## config.mk

```make
export PLATFORM = sky130hd
export DESIGN_NAME = ser_shift_top
export DESIGN_NICKNAME = d
export VERILOG_FILES = /design/src/rtl/ser_shift_pkg.sv /design/src/rtl/ser_shift_ctrl.sv /design/src/rtl/ser_shift_dp.sv /design/src/rtl/ser_shift_top.sv
export SDC_FILE = /design/constraint.sdc
export NUM_CORES = 1
export LEC_CHECK = 0
export BUFFER_PORTS_ARGS = -buffer_cell sky130_fd_sc_hd__buf_2
export CORE_MARGIN = 10
export CORE_UTILIZATION = 50
export CTS_CLUSTER_DIAMETER = 30
export DETAILED_ROUTE_END_ITERATION = 8
export HOLD_SLACK_MARGIN = 0.15
export PLACE_DENSITY = 0.75
export SLEW_MARGIN = 20
export SYNTH_ARGS = -nofsm -noshare
export SYNTH_HDL_FRONTEND = slang
export SYNTH_SLANG_ARGS = --single-unit
```

## constraint.sdc

```tcl
create_clock -name clk -period 2.4 [get_ports clk]
set_input_delay 0.12 -clock clk [delete_from_list [all_inputs] [get_ports clk]]
set_output_delay 0.12 -clock clk [all_outputs]
set_load 0.02 [all_outputs]
```

## src/rtl/ser_shift_pkg.sv

```systemverilog
package ser_shift_pkg;

  typedef enum logic [2:0] {
    ST_IDLE   = 3'd0,
    ST_CKWAIT = 3'd1,
    ST_XFER   = 3'd2,
    ST_CONT   = 3'd3,
    ST_STALL  = 3'd4
  } serState_e;

  typedef struct packed {
    logic loadData;
    logic shiftOut;
    logic shiftIn;
    logic genEn;
  } serStb_t;

endpackage

```

## src/rtl/ser_shift_ctrl.sv

```systemverilog
module ser_shift_ctrl
  import ser_shift_pkg::*;
#(
  parameter int BITS = 8
) (
  input  logic       clk,
  input  logic       rst_n,
  input  logic       modeWr,
  input  logic       modeIntClk,
  input  logic       startCmd,
  input  logic       portModeWr,
  input  logic [1:0] portModeBits,
  input  logic       irqClr,
  input  logic       dataWr,
  input  logic       fallEv,
  input  logic       riseEv,
  output serStb_t    stb,
  output serState_e  state,
  output logic       intMode,
  output logic       irqFlag
);

  localparam int CW = (BITS > 1) ? $clog2(BITS) : 1;
  localparam logic [CW-1:0] LAST = CW'(BITS - 1);

  serState_e     st, nxt;
  logic [CW-1:0] cnt, cntNxt;
  logic          armed, armNxt;
  logic          firstLow, firstNxt;
  logic          setIrq;
  logic [1:0]    pmQ;

  always_comb begin
    nxt          = st;
    cntNxt       = cnt;
    armNxt       = armed;
    firstNxt     = firstLow;
    setIrq       = 1'b0;
    stb          = '0;
    stb.loadData = dataWr && (st != ST_XFER);
    stb.genEn    = intMode && ((st == ST_CONT) || (st == ST_XFER) ||
                               ((st == ST_CKWAIT) && armed));
    case (st)
      ST_IDLE: begin
        if (!modeWr && startCmd) begin
          armNxt = 1'b1;
          nxt    = (intMode && pmQ == 2'b00) ? ST_CONT : ST_CKWAIT;
        end
      end
      ST_CKWAIT: begin
        if (modeWr) begin
          nxt    = ST_IDLE;
          armNxt = 1'b0;
        end else if (startCmd) begin
          armNxt = 1'b1;
        end else if (portModeWr) begin
          nxt    = ST_STALL;
          armNxt = 1'b0;
        end else if (fallEv) begin
          nxt          = ST_XFER;
          cntNxt       = '0;
          firstNxt     = 1'b1;
          armNxt       = 1'b0;
          stb.shiftOut = 1'b1;
        end
      end
      ST_XFER: begin
        if (modeWr) begin
          nxt    = ST_IDLE;
          setIrq = !firstLow;
        end else if (startCmd) begin
          nxt    = ST_CKWAIT;
          setIrq = !firstLow;
          armNxt = 1'b1;
        end else if (portModeWr) begin
          nxt = ST_STALL;
        end else if (riseEv) begin
          stb.shiftIn = 1'b1;
          firstNxt    = 1'b0;
          cntNxt      = cnt + 1'b1;
          if (cnt == LAST) begin
            nxt    = ST_CKWAIT;
            setIrq = 1'b1;
          end
        end else if (fallEv) begin
          stb.shiftOut = 1'b1;
        end
      end
      ST_CONT, ST_STALL: begin
        if (modeWr) begin
          nxt    = ST_IDLE;
          armNxt = 1'b0;
        end
      end
      default: nxt = ST_IDLE;
    endcase
  end

  always_ff @(posedge clk or negedge rst_n) begin
    if (!rst_n) begin
      st       <= ST_IDLE;
      cnt      <= '0;
      armed    <= 1'b0;
      firstLow <= 1'b0;
      intMode  <= 1'b0;
      pmQ      <= 2'b01;
      irqFlag  <= 1'b0;
    end else begin
      st       <= nxt;
      cnt      <= cntNxt;
      armed    <= armNxt;
      firstLow <= firstNxt;
      if (modeWr)     intMode <= modeIntClk;
      if (portModeWr) pmQ     <= portModeBits;
      if (setIrq)      irqFlag <= 1'b1;
      else if (irqClr) irqFlag <= 1'b0;
    end
  end

  assign state = st;

endmodule

```

## src/rtl/ser_shift_dp.sv

```systemverilog
module ser_shift_dp
  import ser_shift_pkg::*;
#(
  parameter int BITS        = 8,
  parameter int DIV_HALF    = 4,
  parameter int SYNC_STAGES = 2
) (
  input  logic            clk,
  input  logic            rst_n,
  input  serStb_t         stb,
  input  logic            intMode,
  input  logic [BITS-1:0] dataIn,
  input  logic            sckIn,
  input  logic            sdIn,
  output logic            fallEv,
  output logic            riseEv,
  output logic [BITS-1:0] dataOut,
  output logic            sdOut,
  output logic            sckOut
);

  localparam int DW = (DIV_HALF > 1) ? $clog2(DIV_HALF) : 1;
  localparam logic [DW-1:0] DLAST = DW'(DIV_HALF - 1);

  logic [SYNC_STAGES:0]   sckPipe;
  logic [SYNC_STAGES-1:0] sdPipe;
  logic                   sdBit, extFall, extRise, intFall, intRise, tick;
  logic [DW-1:0]          divCnt;
  logic                   clkLvl;
  logic [BITS-1:0]        sr;
  logic                   sdOutQ;

  always_ff @(posedge clk or negedge rst_n) begin
    if (!rst_n) begin
      sckPipe <= '1;
      sdPipe  <= '0;
    end else begin
      sckPipe <= {sckPipe[SYNC_STAGES-1:0], sckIn};
      sdPipe  <= {sdPipe[SYNC_STAGES-2:0], sdIn};
    end
  end

  assign sdBit   = sdPipe[SYNC_STAGES-1];
  assign extFall = sckPipe[SYNC_STAGES] & ~sckPipe[SYNC_STAGES-1];
  assign extRise = ~sckPipe[SYNC_STAGES] & sckPipe[SYNC_STAGES-1];

  assign tick    = (divCnt == DLAST);
  assign intFall = stb.genEn && tick && clkLvl;
  assign intRise = stb.genEn && tick && !clkLvl;

  always_ff @(posedge clk or negedge rst_n) begin
    if (!rst_n) begin
      divCnt <= '0;
      clkLvl <= 1'b1;
    end else if (!stb.genEn) begin
      divCnt <= '0;
      clkLvl <= 1'b1;
    end else if (tick) begin
      divCnt <= '0;
      clkLvl <= ~clkLvl;
    end else begin
      divCnt <= divCnt + 1'b1;
    end
  end

  assign fallEv = intMode ? intFall : extFall;
  assign riseEv = intMode ? intRise : extRise;

  always_ff @(posedge clk or negedge rst_n) begin
    if (!rst_n) begin
      sr     <= '0;
      sdOutQ <= 1'b1;
    end else begin
      if (stb.loadData)     sr <= dataIn;
      else if (stb.shiftIn) sr <= {sdBit, sr[BITS-1:1]};
      if (stb.shiftOut) sdOutQ <= sr[0];
    end
  end

  assign dataOut = sr;
  assign sdOut   = sdOutQ;
  assign sckOut  = clkLvl;

endmodule

```

## src/rtl/ser_shift_top.sv

```systemverilog
module ser_shift_top
  import ser_shift_pkg::*;
#(
  parameter int BITS        = 8,
  parameter int DIV_HALF    = 4,
  parameter int SYNC_STAGES = 2
) (
  input  logic            clk,
  input  logic            rst_n,
  input  logic            modeWr,
  input  logic            modeIntClk,
  input  logic            startCmd,
  input  logic            portModeWr,
  input  logic [1:0]      portModeBits,
  input  logic            irqClr,
  input  logic            dataWr,
  input  logic [BITS-1:0] dataIn,
  output logic [BITS-1:0] dataOut,
  input  logic            sckIn,
  output logic            sckOut,
  output logic            sckOe,
  input  logic            sdIn,
  output logic            sdOut,
  output logic            irqFlag,
  output logic [2:0]      stateOut
);

  serStb_t   stb;
  serState_e state;
  logic      intMode, fallEv, riseEv;

  ser_shift_ctrl #(.BITS(BITS)) u_ctrl (
    .clk(clk), .rst_n(rst_n), .modeWr(modeWr), .modeIntClk(modeIntClk),
    .startCmd(startCmd), .portModeWr(portModeWr), .portModeBits(portModeBits),
    .irqClr(irqClr), .dataWr(dataWr), .fallEv(fallEv), .riseEv(riseEv),
    .stb(stb), .state(state), .intMode(intMode), .irqFlag(irqFlag)
  );

  ser_shift_dp #(.BITS(BITS), .DIV_HALF(DIV_HALF), .SYNC_STAGES(SYNC_STAGES)) u_dp (
    .clk(clk), .rst_n(rst_n), .stb(stb), .intMode(intMode), .dataIn(dataIn),
    .sckIn(sckIn), .sdIn(sdIn), .fallEv(fallEv), .riseEv(riseEv),
    .dataOut(dataOut), .sdOut(sdOut), .sckOut(sckOut)
  );

  assign sckOe    = intMode;
  assign stateOut = state;

endmodule

```

==> results.cfg <==
[status]
status = finished, final reports clean

[setup_path]
cp-start-kind = flip-flop
crit_end = u_dp.dataOut[5]
rr_endpoint = u_dp.dataOut[5]
cp.depth = 5
reg2reg_slack_ns = 0.36
critPathBufInv = 0
worstSetupPathType = reg2reg
path_cells = or3b_2 -> o41ai_4 -> and2b_1 -> mux2i_1 -> o21ai_1
cp_data_required_time_ns = 2.58
r2r-start = u_dp.sckPipe[1]
startpoint = u_dp.sckPipe[1]
slowest_delay_ns = 0.54
cp_max_fo = 10
worstRegToRegCells = 5
arrival_ns = 2.22
crit_path_top_delay_cell = dfstp_2
critical-path-top-delay-family = simple AND/OR/NAND/NOR gates
crit_path_end_kind = flip-flop

[hold_path]
hp-class = in2reg
holdPathStages = 4

[routing]
drc = 0
routed_via_density = 5.55
drtPass1Iterations = 4
ant_nets = 0
drt_iter0_markers = 79
wire_per_inst_um = 14.6
wirelength_um = 3150
num_vias = 1198

[die]
initial_core_util_pct = 52.6
dieArea_um2 = 5460
rows = 19
die_h_um = 73.9
ios = 35
die_x_um = 73.9
core_um2 = 2760

[timing]
relSlewSlack_pct = 58.6
finalMaxSlewViolations = 0
setup_viol = 0
setup_slack_ns = 0.363
min_period_ns = 2.04
finalHoldViolations = 0
holdWs_ns = 0.172
rsz0062_at_grt = false
worstMarginPinSlew_ns = 0.622
fin_setup_tns_ns = 0
timing.fmax_mhz = 491
post-route-period-util_pct = 84.9
finClkSkew_ns = 0.00714

[power_and_ir_drop]
p_total_mw = 1.71
p_per_area_nw_per_um2 = 922
ir_worst_vdd_uv = 776
power_leakage_nw = 0.856

[cells_and_area]
multi_input_area_um2 = 658
antennaDiodeCount = 0
area_growth_pct = 27.7
fin_util_pct = 67.2
nets = 207
layout-drive-gt1-share_pct = 31.4
regArea_um2 = 733
fin_area_um2 = 1850
num-fill-cells = 206
finalNonFillerCells = 216

[global_routing]
antenna_found_initial = 0
first_global_vias = 1247
grt_max_degree = 30
overflow = 0
grt_usage_pct = 12.7
grt_pass1_wl_um = 5580

[logic_synthesis]
netlist.area_leader.share_pct = 39.7
synth.top_cells.by_area = dfrtp_1 40%, dfstp_2 11%, mux2i_1 6.2%, nand2_1 4.1%, o21ai_1 3.1%
yosysMostFrequentCell = dfrtp_1
synth_cell_types = 46
synth_top_family_by_area = simple AND/OR/NAND/NOR gates
seq_area_frac_synth_pct = 50.5
synth_seq_cells = 29
async_flop_share_pct = 100
syn_inst = 132
synth_fa_ha_area_share_pct = 2.59
synthesis.nets = 155
synth_area_um2 = 1450
yosys.area.top_type = dfrtp_1
synth_edf_count = 0
yosys_warnings = 0
yosys.area_share.simple_pct = 16.5
muxShareOfSynthArea_pct = 10.9
synth_ff_type = dfrtp_1
synth_common_cells = 23 x dfrtp_1, 16 x nand2_1, 9 x mux2i_1, 9 x o21ai_1
synthXorXnorAreaFrac_pct = 1.21
synth-compound-area-share_pct = 14.2
avgSynthCellArea_um2 = 11.0

[clock_tree]
cts_root_buf = clkbuf_4
htreeDepth = 2
cts_tree = yes
hold_buffers = 16
cts_setup_buffers = 0
clkSinkCount = 29
cts-buffers-inserted = 5
clk_latency_ns = 0.31
clkTransAtPathRegs_ns = 0.08
cts_resized = 0
cts_max_path_buffers = 2

[placement]
place_congestion = 0.826
dp.cells = 192
pre_cts_ws_ns = 0.354
dp_hpwl_um = 2260
io_buffer_count = 34
dpl_cell_area_um2 = 1630

[flow_run]
maxCapViolCount = 0
==> cells in the final DEF (no fill, tap or decap), drive strengths merged, types with 3 or more instances in the layout <==
cell	instances
ha	3
nand2	16
o21ai	11
nor3	4
inv	3
a21oi	3
buf	37
dfrtp	23
nor2	6
nand3	3
clkbuf	8
dlygate4sd3	16
mux2	6
dfstp	6
mux2i	9
==> final cells by class <==
cell class                      count  share of cell area (%)
Sequential cell                    29                    39.6
Timing Repair Buffer               53                    19.0
Clock buffer                        8                    3.17
Multi-Input combinational cell     92                    35.5
Tap cell                           31                    2.09
Inverter                            3                   0.608
==> kinds of logic (layout without fill, tap and decap cells) <==
group                      after synthesis  count (layout)
muxes                                   15              15
and+or+nand+nor                         44              44
buffers and inverters                   11              64
AOI/OAI and AO/OA                       28              28
adders and majority gates                3               3
DFF                                     29              29
xor gates and xnor gates                 2               2
==> how the worst min path moves through the flow <==
stage	start	slack (ns)	end
after floorplan	rst_n	-0.18	u_ctrl.armed
after global placement	rst_n	0.17	u_ctrl.state[2]
after detailed placement	rst_n	0.17	u_ctrl.state[2]
after CTS	startCmd	0.15	u_ctrl.state[2]
after global routing	portModeWr	0.16	u_ctrl.pmQ[1]
final	startCmd	0.17	u_ctrl.state[2]
==> registers in the layout, summed over array words and instances, names as in the netlist <==
signal,cells
u_dp.dataOut,8
u_ctrl.cnt,3
u_ctrl.state,3
u_dp.sckPipe,3
u_ctrl.pmQ,2
u_dp.divCnt,2
u_dp.sdPipe,2
u_ctrl.armed,1
u_ctrl.firstLow,1
u_ctrl.intMode,1
u_ctrl.irqFlag,1
u_dp.sckOut,1
u_dp.sdOut,1
==> metal layers <==
layer | vias up | global-route usage (%) | part of all wire, %
met1 | 564 | 14.7 | 43
met4 | 0 | 3.93 | 0.95
met5 | - | 0 | 0
li1 | 578 | - | -
met3 | 5 | 5.92 | 8.6
met2 | 51 | 20.3 | 48
==> worst reg2reg max path: stages (launching register included) <==
cell and delay [ns]:
dfstp_2 0.54, or3b_2 0.48, o41ai_4 0.08, and2b_1 0.48
mux2i_1 0.25, o21ai_1 0.08
==> power breakdown <==
group,switching [mW],internal (mW),total [mW],leakage (nW)
sequential,0.103,0.618,0.721,0.349
clock,0.149,0.144,0.293,0.0326
combinational,0.408,0.287,0.694,0.475
total,0.660,1.05,1.71,0.856
Power figures use the tool's default switching activity.
